`src/rtl/i2cw_pkg.sv`:
```
package i2cw_pkg;

  localparam int unsigned ADDR_BITS = 7;
  localparam int unsigned BYTE_BITS = 8;

  typedef enum logic [2:0] {
    PH_IDLE,
    PH_PRE_STOP,
    PH_START,
    PH_BITS,
    PH_ACK,
    PH_LOAD,
    PH_END_STOP,
    PH_FINISH
  } phase_e;

  typedef enum logic {
    LN_SCL = 1'b0,
    LN_SDA = 1'b1
  } line_e;

  typedef struct packed {
    line_e line;
    logic  level;
  } line_step_t;

  typedef struct packed {
    logic       fire;
    line_step_t step;
  } line_op_t;

  // Stop sequence: clock low, data low, clock high, data high.
  function automatic line_step_t stop_step(input logic [1:0] idx);
    line_step_t s;
    case (idx)
      2'd0:    s = '{line: LN_SCL, level: 1'b0};
      2'd1:    s = '{line: LN_SDA, level: 1'b0};
      2'd2:    s = '{line: LN_SCL, level: 1'b1};
      default: s = '{line: LN_SDA, level: 1'b1};
    endcase
    return s;
  endfunction

  // Start sequence: clock high, data high, data low.
  function automatic line_step_t start_step(input logic [1:0] idx);
    line_step_t s;
    case (idx)
      2'd0:    s = '{line: LN_SCL, level: 1'b1};
      2'd1:    s = '{line: LN_SDA, level: 1'b1};
      default: s = '{line: LN_SDA, level: 1'b0};
    endcase
    return s;
  endfunction

endpackage

```
`src/rtl/i2cw_settle_timer.sv`:
```
module i2cw_settle_timer #(
  parameter int unsigned CNT_W = 8
) (
  input  logic             clk,
  input  logic             rst_n,
  input  logic             load,
  input  logic [CNT_W-1:0] load_val,
  output logic             busy
);

  logic [CNT_W-1:0] cnt_q;

  always_ff @(posedge clk or negedge rst_n) begin
    if (!rst_n) begin
      cnt_q <= '0;
    end else if (load) begin
      cnt_q <= load_val;
    end else if (cnt_q != '0) begin
      cnt_q <= cnt_q - 1'b1;
    end
  end

  assign busy = (cnt_q != '0);

  // a load sets the count, then it steps down by one each cycle
  p_load_value_r9: assert property (@(posedge clk) disable iff (!rst_n)
    load |=> (cnt_q == $past(load_val)));

  p_countdown_r9: assert property (@(posedge clk) disable iff (!rst_n)
    (!load && busy) |=> (cnt_q == $past(cnt_q) - 1'b1));

endmodule

```
`src/rtl/i2cw_byte_shifter.sv`:
```
module i2cw_byte_shifter #(
  parameter int unsigned W = 8
) (
  input  logic         clk,
  input  logic         rst_n,
  input  logic         load,
  input  logic [W-1:0] load_val,
  input  logic         shift,
  output logic         msb,
  output logic         last
);

  localparam int unsigned IDX_W = (W < 2) ? 1 : $clog2(W);

  logic [W-1:0]     sh_q;
  logic [IDX_W-1:0] idx_q;

  always_ff @(posedge clk or negedge rst_n) begin
    if (!rst_n) begin
      sh_q  <= '0;
      idx_q <= '0;
    end else if (load) begin
      sh_q  <= load_val;
      idx_q <= '0;
    end else if (shift) begin
      sh_q  <= {sh_q[W-2:0], 1'b0};
      idx_q <= idx_q + 1'b1;
    end
  end

  assign msb  = sh_q[W-1];
  assign last = (idx_q == IDX_W'(W - 1));

  // bits leave most significant first
  p_msb_first_r4: assert property (@(posedge clk) disable iff (!rst_n)
    (shift && !load) |=> (sh_q[W-1] == $past(sh_q[W-2])));

endmodule

```
`src/rtl/i2cw_line_driver.sv`:
```
module i2cw_line_driver
  import i2cw_pkg::*;
(
  input  logic     clk,
  input  logic     rst_n,
  input  line_op_t op,
  output logic     scl_level,
  output logic     sda_level,
  output logic     scl_pull,
  output logic     sda_pull
);

  logic scl_q;
  logic sda_q;

  always_ff @(posedge clk or negedge rst_n) begin
    if (!rst_n) begin
      scl_q <= 1'b1;
      sda_q <= 1'b1;
    end else if (op.fire) begin
      if (op.step.line == LN_SCL) begin
        scl_q <= op.step.level;
      end else begin
        sda_q <= op.step.level;
      end
    end
  end

  assign scl_level = scl_q;
  assign sda_level = sda_q;
  // open drain: an asserted enable pulls the line low
  assign scl_pull  = ~scl_q;
  assign sda_pull  = ~sda_q;

  // never both lines in the same cycle
  p_one_line_r10: assert property (@(posedge clk) disable iff (!rst_n)
    !(!$stable(scl_q) && !$stable(sda_q)));

endmodule

```
`src/rtl/i2cw_master.sv`:
```
module i2cw_master
  import i2cw_pkg::*;
#(
  parameter int unsigned SETTLE_HI_CYC = 200000,
  parameter int unsigned SETTLE_LO_CYC = 2000,
  parameter int unsigned LEN_W         = 8
) (
  input  logic                 clk,
  input  logic                 rst_n,
  input  logic                 cmd_start,
  input  logic [ADDR_BITS-1:0] cmd_addr,
  input  logic [LEN_W-1:0]     cmd_len,
  output logic                 busy,
  output logic                 done,
  input  logic [BYTE_BITS-1:0] in_data,
  input  logic                 in_valid,
  output logic                 in_ready,
  output logic                 scl_pull,
  output logic                 sda_pull
);

  localparam int unsigned MAX_SETTLE = (SETTLE_HI_CYC > SETTLE_LO_CYC) ? SETTLE_HI_CYC : SETTLE_LO_CYC;
  localparam int unsigned CNT_W      = (MAX_SETTLE < 1) ? 1 : $clog2(MAX_SETTLE + 1);
  localparam logic [CNT_W-1:0] HI_LOAD = CNT_W'(SETTLE_HI_CYC);
  localparam logic [CNT_W-1:0] LO_LOAD = CNT_W'(SETTLE_LO_CYC);

  phase_e                 state_q;
  logic [1:0]             stp_q;
  logic [LEN_W-1:0]       left_q;
  logic                   done_q;

  logic                   tmr_busy;
  logic                   stepping;
  logic                   issue;
  logic                   step_last;
  line_op_t               op;
  logic [CNT_W-1:0]       tmr_val;

  logic                   sh_load;
  logic                   sh_shift;
  logic [BYTE_BITS-1:0]   sh_val;
  logic                   sh_msb;
  logic                   sh_last;

  logic                   scl_level;
  logic                   sda_level;

  // ---------------------------------------------------------------
  // Step generation
  // ---------------------------------------------------------------
  always_comb begin
    stepping = (state_q == PH_PRE_STOP) || (state_q == PH_START) ||
               (state_q == PH_BITS)     || (state_q == PH_ACK)   ||
               (state_q == PH_END_STOP);
  end

  assign issue = stepping && !tmr_busy;

  always_comb begin
    op.fire   = issue;
    op.step   = '{line: LN_SCL, level: 1'b1};
    step_last = 1'b0;
    case (state_q)
      PH_PRE_STOP, PH_END_STOP: begin
        op.step   = stop_step(stp_q);
        step_last = (stp_q == 2'd3);
      end
      PH_START: begin
        op.step   = start_step(stp_q);
        step_last = (stp_q == 2'd2);
      end
      PH_BITS: begin
        op.step.line  = (stp_q == 2'd1) ? LN_SDA : LN_SCL;
        op.step.level = (stp_q == 2'd0) ? 1'b0 : ((stp_q == 2'd1) ? sh_msb : 1'b1);
        step_last     = (stp_q == 2'd2);
      end
      PH_ACK: begin
        // SDA released during the slot; the answer is never examined
        op.step.line  = (stp_q == 2'd1) ? LN_SDA : LN_SCL;
        op.step.level = (stp_q != 2'd0);
        step_last     = (stp_q == 2'd2);
      end
      default: begin
      end
    endcase
  end

  // long settle after driving high, short after driving low
  assign tmr_val = op.step.level ? HI_LOAD : LO_LOAD;

  // ---------------------------------------------------------------
  // Sequencer
  // ---------------------------------------------------------------
  always_ff @(posedge clk or negedge rst_n) begin
    if (!rst_n) begin
      state_q <= PH_IDLE;
      stp_q   <= 2'd0;
      left_q  <= '0;
      done_q  <= 1'b0;
    end else begin
      done_q <= 1'b0;
      case (state_q)
        PH_IDLE: begin
          if (cmd_start) begin
            state_q <= PH_PRE_STOP;
            stp_q   <= 2'd0;
            left_q  <= cmd_len;
          end
        end
        PH_LOAD: begin
          if (in_valid) begin
            state_q <= PH_BITS;
            stp_q   <= 2'd0;
            left_q  <= left_q - 1'b1;
          end
        end
        PH_FINISH: begin
          if (!tmr_busy) begin
            state_q <= PH_IDLE;
            done_q  <= 1'b1;
          end
        end
        default: begin
          if (issue) begin
            if (!step_last) begin
              stp_q <= stp_q + 1'b1;
            end else begin
              stp_q <= 2'd0;
              case (state_q)
                PH_PRE_STOP: state_q <= PH_START;
                PH_START:    state_q <= PH_BITS;
                PH_BITS:     state_q <= sh_last ? PH_ACK : PH_BITS;
                PH_ACK:      state_q <= (left_q != '0) ? PH_LOAD : PH_END_STOP;
                default:     state_q <= PH_FINISH;
              endcase
            end
          end
        end
      endcase
    end
  end

  assign sh_load  = ((state_q == PH_IDLE) && cmd_start) || ((state_q == PH_LOAD) && in_valid);
  assign sh_val   = (state_q == PH_IDLE) ? {cmd_addr, 1'b0} : in_data;
  assign sh_shift = issue && (state_q == PH_BITS) && (stp_q == 2'd2);

  assign busy     = (state_q != PH_IDLE);
  assign done     = done_q;
  assign in_ready = (state_q == PH_LOAD);

  // ---------------------------------------------------------------
  // Sub-blocks
  // ---------------------------------------------------------------
  i2cw_settle_timer #(
    .CNT_W (CNT_W)
  ) u_timer (
    .clk      (clk),
    .rst_n    (rst_n),
    .load     (issue),
    .load_val (tmr_val),
    .busy     (tmr_busy)
  );

  i2cw_byte_shifter #(
    .W (BYTE_BITS)
  ) u_shift (
    .clk      (clk),
    .rst_n    (rst_n),
    .load     (sh_load),
    .load_val (sh_val),
    .shift    (sh_shift),
    .msb      (sh_msb),
    .last     (sh_last)
  );

  i2cw_line_driver u_lines (
    .clk       (clk),
    .rst_n     (rst_n),
    .op        (op),
    .scl_level (scl_level),
    .sda_level (sda_level),
    .scl_pull  (scl_pull),
    .sda_pull  (sda_pull)
  );

  // ---------------------------------------------------------------
  // Assertions
  // ---------------------------------------------------------------
  p_ready_in_busy_r8: assert property (@(posedge clk) disable iff (!rst_n)
    in_ready |-> busy);

  p_hold_in_load_r8: assert property (@(posedge clk) disable iff (!rst_n)
    ((state_q == PH_LOAD) && $past(state_q == PH_LOAD)) |-> ($stable(scl_level) && $stable(sda_level)));

  p_sda_under_low_scl_r5: assert property (@(posedge clk) disable iff (!rst_n)
    (!$stable(sda_level) && $past((state_q == PH_BITS) || (state_q == PH_ACK))) |-> !scl_level);

  p_done_pulse_r11: assert property (@(posedge clk) disable iff (!rst_n)
    done |=> !done);

  p_done_not_busy_r11: assert property (@(posedge clk) disable iff (!rst_n)
    done |-> !busy);

  p_idle_released_r12: assert property (@(posedge clk) disable iff (!rst_n)
    (state_q == PH_IDLE) |-> (scl_level && sda_level));

  p_no_restart_r2: assert property (@(posedge clk) disable iff (!rst_n)
    busy |=> ((state_q != PH_PRE_STOP) || ($past(state_q) == PH_PRE_STOP)));

endmodule

```
`config.mk`:
```
export PLATFORM = sky130hd
export DESIGN_NAME = i2cw_master
export DESIGN_NICKNAME = d
export VERILOG_FILES = /design/src/rtl/i2cw_pkg.sv /design/src/rtl/i2cw_settle_timer.sv /design/src/rtl/i2cw_byte_shifter.sv /design/src/rtl/i2cw_line_driver.sv /design/src/rtl/i2cw_master.sv
export SDC_FILE = /design/constraint.sdc
export NUM_CORES = 1
export LEC_CHECK = 0
export ABC_AREA = 1
export BUFFER_PORTS_ARGS = -buffer_cell sky130_fd_sc_hd__buf_4
export CAP_MARGIN = 20
export CORE_ASPECT_RATIO = 1.5
export CORE_MARGIN = 1
export CORE_UTILIZATION = 35
export CTS_CLUSTER_SIZE = 25
export DETAILED_ROUTE_END_ITERATION = 10
export SLEW_MARGIN = 40
export SYNTH_ARGS = -nofsm -noshare
export SYNTH_HDL_FRONTEND = slang
export SYNTH_SLANG_ARGS = --single-unit
```
`constraint.sdc`:
```
create_clock -name clk -period 3.35 [get_ports clk]
set_input_delay 0.335 -clock clk [delete_from_list [all_inputs] [get_ports clk]]
set_output_delay 0.335 -clock clk [all_outputs]
set_load 0.05 [all_outputs]
```
Word level (Yosys, flattened, before mapping) --
Cells that the tools add are included.
Cells by class: add/sub/neg operators 4, equality and inequality tests 14, muxes and demuxes 34, bitwise operators 4, reduce and logical (&&, ||, !) cells 30
Operators with widths (count):
- 18-bit 2-to-1 mux | 3
- 8-bit 2-to-1 mux | 5
- 3-bit 2-to-1 mux | 8
- 18-bit nonzero test | 1
- 18-bit by 1-bit subtractor with 18-bit output (second input constant) | 1
- 8-bit one-hot mux with 2 select lines | 1
- 3-bit equality test (second input constant) | 5
- 2-bit one-hot mux with 3 select lines | 2
- 3-bit one-hot mux with 4 select lines | 1
- 2-bit 2-to-1 mux | 5
- 3-bit one-hot mux with 3 select lines | 1
- 2-bit one-hot mux with 4 select lines | 1
- 2-bit nonzero test | 4
- 4-bit nonzero test | 2
- 8-bit nonzero test | 1
- 8-bit by 1-bit subtractor with 8-bit output (second input constant) | 1
- 3-bit by 2-bit equality test with 1-bit output (second input constant) | 2
- 2-bit != test (second input constant) | 3
- 3-bit nonzero test | 2
- 1-bit logical AND | 5
- 1-bit logical OR | 5
- 1-bit 2-to-1 mux | 5
- 5-bit AND reduction | 1
- 2-bit equality test (second input constant) | 2
- 15 further kinds | 19
Storage, ports and cells: register bits 45, bits of input ports 27, output and inout port bits 5, logic and storage cells 95

Logic depth before layout (Yosys ltp) --
Gate-level depths: netlist (run 1).
depth in word-level cells 10, depth in mapped cells 11

By module --
Synthesis (run 1) repeated with hierarchy kept, for this count alone.
Unflattened totals: cells, all modules 451, area total of the unflattened synthesis 3164.3 um^2
By module, submodules not included:
- i2cw_master | instances 1, cells an instance 197, area each 1290.0 um^2, seq. area each 350.3 um^2
- i2cw_settle_timer | instances 1, cells an instance 183, area each 1261.2 um^2, seq. area each 450.4 um^2
- i2cw_byte_shifter | instances 1, cells an instance 58, area each 516.7 um^2, seq. area each 275.3 um^2
- i2cw_line_driver | instances 1, cells an instance 13, area each 96.3 um^2, seq. area each 52.6 um^2

Least setup slack after synthesis (run 1) --
OpenSTA, ideal clock, no wires.
kind reg2reg, start point register state_q[0], end point register u_shift.sh_q[1], arrival 1.455 ns, required time 3.234 ns, path slack 1.779 ns, cell stages (with the launch flop) 9, period minus slack after synthesis 1.571 ns, cells stage by stage dfrtp_1 buf_6 nor2_1 nand2_2 or2_2 o211ai_2 nand2_1 nand2_1 nand2_1
Between the ends: cells in the longest elaborated chain, start to end 9
RTL lines:
- start, declared | line i2cw_master.sv:27 | phase_e state_q;
- start signal, assigned | line i2cw_master.sv:132 | PH_BITS: state_q <= sh_last ? PH_ACK : PH_BITS;
- start signal, assigned | line i2cw_master.sv:133 | PH_ACK: state_q <= (left_q != '0) ? PH_LOAD : PH_END_STOP;
- 3-bit by 1-bit equality test with 1-bit output or 3-bit by 2-bit equality test with 1-bit output (tied branches) | line i2cw_master.sv:52 | stepping = (state_q == PH_PRE_STOP) || (state_q == PH_START) ||
- 1-bit logical OR (2 in series) | line i2cw_master.sv:52
- 1-bit logical OR (2 in series) | line i2cw_master.sv:53 | (state_q == PH_BITS) || (state_q == PH_ACK) ||
- 1-bit logical AND | line i2cw_master.sv:57 | assign issue = stepping && !tmr_busy;
- 1-bit logical AND (2 in series) | line i2cw_master.sv:145 | assign sh_shift = issue && (state_q == PH_BITS) && (stp_q == 2'd2);
- 2-bit nonzero test (no source line)
- end signal, assigned | line i2cw_byte_shifter.sv:23 | sh_q <= load_val;
- end signal, assigned | line i2cw_byte_shifter.sv:26 | sh_q <= {sh_q[W-2:0], 1'b0};
- end, declared | line i2cw_byte_shifter.sv:15 | logic [W-1:0] sh_q;
Several ways; a longest one is shown, not always the timed one. A chain may end at the register's enable or synchronous reset.

Worst setup path after layout (run 1) --
start point register state_q[2], end point register u_shift.sh_q[2]
Same word-level chain as after synthesis.

==> impl_metrics.csv, run 1 <==
group,metric,value,unit
timing,holdWs,0.0524,ns
worst_setup_path,ff2ff_path_depth,8,
power,p_per_area,745,nW/um2
clock_network,cts_root_buf,"clkbuf_16",
finish,fin_cells,549,
yosys,syn_nets,448,
clock_network,cts_sinks,45,
floorplanning,core_area,8360,um2
yosys,synth_edf_count,0,
clock_network,cts_tree,"done",
finish,drive_above_1_share,0.163,
floorplanning,die_h,116,um
clock_network,cts_hold_buf,0,
place,place_congestion,0.889,
global_routing,antenna_found_initial,0,
drt,highest_layer,"met4",
yosys,yosys_register_bits,45,
timing,period_needed,2.21,ns
clock_network,cts.htree.levels,2,
floorplanning,ios,32,
finish,utilization,0.414,
drt,drc,0,
yosys,async_flop_share,1.00,
finish,diodes,0,
power,worst_ir_drop_vdd,0.000366,V
finish,area.growth.synth_to_final,15.1,%
timing,worst_pin_slew,0.581,ns
place,hpwl,4980,um
timing,finalCritPeriodShare,0.659,
global_routing,grt_pass1_vias,2547,
finish,fin_nets,477,
power,p_leak,0.00173,uW
timing,hold_violations,0,
clock_network,cts.clk_slew.worst_paths,0.06,ns
timing,slew_viol_final,0,
yosys,syn_avg_cell_area,7.30,um2
global_routing,grt_overflow,0,
clock_network,insertion_delay,0.28,ns
drt,post_drt_wl_per_cell,12.1,um
clock_network,postCtsSetupBuffers,0,
worst_setup_path,startpoint,"state_q[2]",
global_routing,grt_pass1_wl,11400,um
drt,ant_nets,0,
global_routing,grt_usage,0.158,
finish,fin_area,3460,um2
timing,fmax,453,MHz
timing,rsz0062_at_grt,"no",
drt,vias,2705,
yosys,synth_area,3010,um2
worst_setup_path,crit_type,"flop to flop",
drt,first_pass_iters,4,
run,drv_cap,0,
worst_setup_path,cp.required,3.58,ns
worst_setup_path,cp_max_fo,26,
clock_network,cts_resized,0,
clock_network,clockBufferDepth,2,
floorplanning,dieArea,8980,um2
yosys,synth.distinct_cells,36,
drt,met3_wirelength,187,um
timing,setup_tns,0,ns
place,post-place-cells,541,
worst_setup_path,cp.arrival,2.43,ns
yosys,ys_warn_count,0,
place,dpl-instance-area,3290,um2
drt,wl_met2,3530,um
drt,routed_wl,6630,um
yosys,yosysSeqAreaShare,0.375,
drt,met1Wirelength,2790,um
yosys,syn_inst,412,
drt,vias_per_cell,4.93,
floorplanning,initial_core_util,0.360,
clock_network,cts_buffers,5,
worst_setup_path,worstSetupStartpointType,"flop",
drt,drt_iter0_markers,109,
floorplanning,die_w,77.7,um
status,status,"finished clean",
worst_setup_path,end_kind,"flop",
place,portBuffers,31,
timing,setup_viol,0,
worst_setup_path,rr_startpoint,"state_q[2]",
hold_path,worstHoldPathType,"input pin to asynchronous set/reset pin",
timing,slew_headroom,0.613,
timing,finClkSkew,0.00526,ns
global_routing,grt_max_degree,46,
floorplanning,core.rowCount,41,
yosys,synth_flop_cell,"dfrtp_1",
layout make-up:
cell class / instances / area, um2
Inverter: 48 / 188
Timing Repair Buffer: 31 / 233
Multi-Input combinational cell: 310 / 1610
Tap cell: 107 / 134
Fill cell: 859 / 4900
Clock buffer: 7 / 143
Sequential cell: 45 / 1130
Clock inverter: 1 / 30.0
layer usage:
layer,GRT usage,up-vias
met3,0.0220,10
li1,-,1395
met5,0,-
met1,0.171,1236
met2,0.305,64
met4,0.0616,0
critical path, stage by stage (launching register included):
cell and delay [ns]:
dfrtp_1 0.61, nand3_2 0.30, inv_2 0.29, nand2_1 0.13
nand2_4 0.27, inv_2 0.21, nand2_2 0.20, nand2_1 0.08
nand2_1 0.06
synth_stat cells, types with 4 or more instances:
cell / instances / area share
nand2_1: 116 / 0.14
nand3_1: 45 / 0.075
dfrtp_1: 43 / 0.36
nor2_1: 43 / 0.054
inv_1: 42 / 0.052
o21ai_0: 27 / 0.045
a21oi_1: 13 / 0.022
ha_1: 9 / 0.037
nand4_1: 8 / 0.017
buf_6: 6 / 0.022
nand2_2: 4 / 0.0083
nand2_4: 4 / 0.015
nor3_1: 4 / 0.0067
o211ai_2: 4 / 0.017
o21ai_1: 4 / 0.0067
o22ai_1: 4 / 0.0083
or2_2: 4 / 0.0083
cells in the final DEF, fill, tap and decap left out, types with 3 or more instances in the layout:
| master | n |
|---|---|
| inv_1 | 42 |
| nand2_2 | 4 |
| nor3_1 | 4 |
| xor2_1 | 3 |
| nand2_4 | 4 |
| inv_4 | 3 |
| o211ai_2 | 4 |
| nand2_1 | 116 |
| inv_2 | 3 |
| clkbuf_16 | 5 |
| or2_2 | 4 |
| o21a_1 | 3 |
| buf_4 | 31 |
| a21oi_1 | 13 |
| nand3_1 | 45 |
| o22ai_1 | 4 |
| o21ai_1 | 4 |
| ha_1 | 9 |
| nor2_1 | 43 |
| nand4_1 | 8 |
| o21ai_0 | 27 |
| dfrtp_1 | 43 |
where the power goes:
group	leakage, uW	internal (uW)	switching [uW]
Combinational	0.00108	386	710
Clock	0.0000841	373	205
Sequential	0.000564	727	181
path summary, 6_finish.rpt:
check	endpoint	slack [ns]
max in group asynchronous	left_q[6]	2.90
worst min-delay path	u_timer.cnt_q[5]	0.05
worst min register to register	u_lines.sda_level	0.48
min in group clk	u_shift.sh_q[0]	0.29
worst max-delay path	u_shift.sh_q[2]	1.14
worst max register to register	u_shift.sh_q[2]	1.14
flip-flops by register name (all words and copies together) (netlist names):
name               count
left_q                 8
u_shift.idx_q          3
state_q                3
u_lines.sda_level      1
stp_q                  2
u_lines.scl_level      1
u_timer.cnt_q         18
done                   1
u_shift.sh_q           8
kinds of logic (layout without fill, tap and decap cells):
logic type | after synthesis | after routing | synth area share
flops | 45 | 45 | 0.375
buf+inv | 57 | 87 | 0.0902
fa+ha+maj | 9 | 9 | 0.0374
simple gates | 238 | 238 | 0.369
compound gates | 58 | 58 | 0.114
xor+xnor | 5 | 5 | 0.0146
metrics by stage:
stage | worst slack (ns) | total power, uW
floorplan | 1.78 | 1790
detailed placement | 1.15 | 2020
global placement | 1.24 | 2000
finish | 1.14 | 2580
CTS | 1.14 | 2610
global route | 0.932 | 2800
(Power assumes the default switching activity.)
==> run 2, diff against run 1 <==
--- a/config.mk
+++ b/config.mk
@@ -5,7 +5,7 @@
 export SDC_FILE = /design/constraint.sdc
 export NUM_CORES = 1
 export LEC_CHECK = 0
-export ABC_AREA = 1
+export ABC_AREA = 0
 export BUFFER_PORTS_ARGS = -buffer_cell sky130_fd_sc_hd__buf_4
 export CAP_MARGIN = 20
 export CORE_ASPECT_RATIO = 1.5
==> constraint.sdc (replaced) <==
create_clock -name clk -period 2 [get_ports clk]
set_input_delay 0.2 -clock clk [delete_from_list [all_inputs] [get_ports clk]]
set_output_delay 0.2 -clock clk [all_outputs]
set_load 0.05 [all_outputs]
==> run 2 against run 1 <==
Clock skew increased by 0.0052 ns. Die area decreased by 5.4%. Combinational power increased by 45%. Highest routed layer unchanged.
==> impl_metrics.csv, run 2 <==
group,metric,value,unit
status,status,"finished clean",
drt,first_pass_iters,4,
timing,finClkSkew,0.0105,ns
clock_network,cts_tree,"done",
drt,vias_per_cell,5.42,
global_routing,grt_pass1_wl,12000,um
yosys,syn_nets,362,
timing,slew_headroom,0.594,
floorplanning,dieArea,8490,um2
global_routing,grt_pass1_vias,2656,
floorplanning,ios,32,
run,drv_cap,0,
yosys,syn_avg_cell_area,8.72,um2
global_routing,grt_usage,0.186,
yosys,synth_area,2840,um2
global_routing,grt_max_degree,46,
power,totalPowerFinal,3870,uW
drt,drt_iter0_markers,143,
floorplanning,core_area,7760,um2
timing,period_needed,1.99,ns
finish,final_common_cell,"buf_4",
yosys,yosys_register_bits,45,
yosys,ys_warn_count,0,
drt,ant_nets,0,
global_routing,antenna_found_initial,0,
yosys,synth.distinct_cells,68,
drt,met1Wirelength,2970,um
worst_setup_path,worstSetupStartpointType,"flop",
power,p_per_area,1030,nW/um2
floorplanning,core.rowCount,39,
finish,utilization,0.487,
worst_setup_path,end_kind,"flop",
worst_setup_path,cp.arrival,2.18,ns
finish,regMostFlops,"u_timer.cnt_q",
timing,slew_viol_final,0,
drt,post_drt_wl_per_cell,14.7,um
drt,wl_met2,4130,um
yosys,yosys.cell_count.top_type,"nand2_1",
yosys,synth_flop_cell,"dfrtp_1",
timing,worst_pin_slew,0.610,ns
finish,largest_reg_flops,18,
yosys,ys_top_cells_by_area,"dfrtp_1, nand2_1, a21oi_1",
clock_network,insertion_delay,0.29,ns
timing,hold_violations,0,
clock_network,cts.htree.levels,2,
power,worst_ir_drop_vdd,0.000547,V
yosys,yosysTopAreaCell,"dfrtp_1",
drt,highest_layer,"met4",
place,portBuffers,31,
timing,holdWs,0.127,ns
yosys,yosysTopAreaCellShare,0.379,
clock_network,cts_sinks,45,
finish,diodes,0,
clock_network,cts.clk_slew.worst_paths,0.07,ns
worst_setup_path,cp.required,2.20,ns
finish,area.growth.synth_to_final,32.9,%
floorplanning,initial_core_util,0.366,
yosys,synth_edf_count,0,
yosys,yosysSeqAreaShare,0.397,
finish,drive_above_1_share,0.322,
place,place_congestion,0.927,
place,hpwl,5210,um
worst_setup_path,cp_max_fo,5,
clock_network,cts_root_buf,"clkbuf_16",
hold_path,worstHoldPathType,"input pin to flop",
yosys,ys_top_cells_by_count,"nand2_1, dfrtp_1, a21oi_1, nor2_1, o21ai_0",
worst_setup_path,crit_type,"flop to flop",
floorplanning,die_h,112,um
timing,finalCritPeriodShare,0.994,
drt,vias,2727,
yosys,async_flop_share,1.00,
clock_network,clockBufferDepth,2,
drt,met3_wirelength,175,um
power,p_leak,0.00167,uW
clock_network,cts_buffers,5,
finish,final_cell_mix,"buf_4, nand2_1, dfrtp_1, a21oi_1, nor2_1",
drt,routed_wl,7420,um
timing,rsz0062_at_grt,"yes",
finish,fin_nets,436,
drt,drc,0,
floorplanning,die_w,75.6,um
timing,setup_viol,0,
finish,reg.largest.list,"u_timer.cnt_q (18), left_q (8), u_shift.sh_q (8)",
yosys,syn_inst,326,
global_routing,grt_overflow,0,
timing,fmax,503,MHz
run 2: logic make-up after synthesis:
group,Yosys count,synth area share
buf+inv,29,0.0471
simple gates,144,0.275
mux,8,0.0299
compound gates,82,0.184
fa+ha+maj,9,0.0396
flops,45,0.397
xor+xnor,9,0.0277
run 2: worst max-delay path, cell delays in order, from the launching register on:
cell and delay [ns]:
dfrtp_1 0.40, inv_2 0.08, ha_4 0.12, nor4b_4 0.19
buf_4 0.18, nand4_4 0.17, nor2_4 0.21, mux2_4 0.32
a221oi_2 0.22
run 2: repair_timing:
action | in CTS | in global routing
endpoints found under the hold margin | 43 | 0
gates resized for setup | 3 | 21
pin swaps | 4 | 12
gates cloned | 0 | 2
hold buffers | 1 | 0
buffers inserted | 1 | 11
setup endpoints to repair | 4 | 22
run 2: final timing paths:
check	from	endpoint	slack, ns	cells after the start
setup / recovery	u_timer.cnt_q[1]	state_q[1]	0.01	8
hold / removal	cmd_len[0]	left_q[0]	0.13	3
setup reg to reg	u_timer.cnt_q[1]	state_q[1]	0.01	8
hold reg to reg	u_lines.scl_level	u_lines.scl_level	0.49	2
max in group asynchronous	rst_n	u_timer.cnt_q[4]	1.13	2
min in group asynchronous	rst_n	stp_q[0]	0.46	2
run 2: area by class of cell:
| cell class | instances | area (um2) |
|---|---|---|
| fillers | 723 | 3980 |
| multi-input cells | 254 | 1670 |
| flip-flops and latches | 45 | 1130 |
| repair buffers | 79 | 619 |
| well taps | 102 | 128 |
| clock buffers | 5 | 125 |
| inverters | 15 | 60.1 |
| clock inverters | 3 | 43.8 |
run 2: power by group:
group | internal [uW] | switching (uW) | total [uW]
registers | 1130 | 177 | 1310
clock network | 592 | 374 | 967
logic | 758 | 842 | 1600
run 2: metrics by stage:
| stage | std cells | setup TNS, ns | setup WS (ns) | area [um2] |
|---|---|---|---|---|
| 6_report | 503 | 0 | 0.0115 | 3780 |
| 5_1_grt | 503 | -0.359 | -0.0666 | 3780 |
| 4_1_cts | 490 | -0.0107 | -0.0107 | 3600 |
| 3_5_place_dp | 480 | -0.0128 | -0.0121 | 3400 |
| 3_3_place_gp | 480 | 0 | 0.0413 | 3400 |
| 2_1_floorplan | 326 | 0 | 0.0527 | 2840 |
run 2: layer usage:
metal  track usage  vias to the layer above
met2         0.342                       55
met4        0.0679                        0
li1              -                     1330
met5             0                        -
met3        0.0269                       12
met1         0.208                     1330
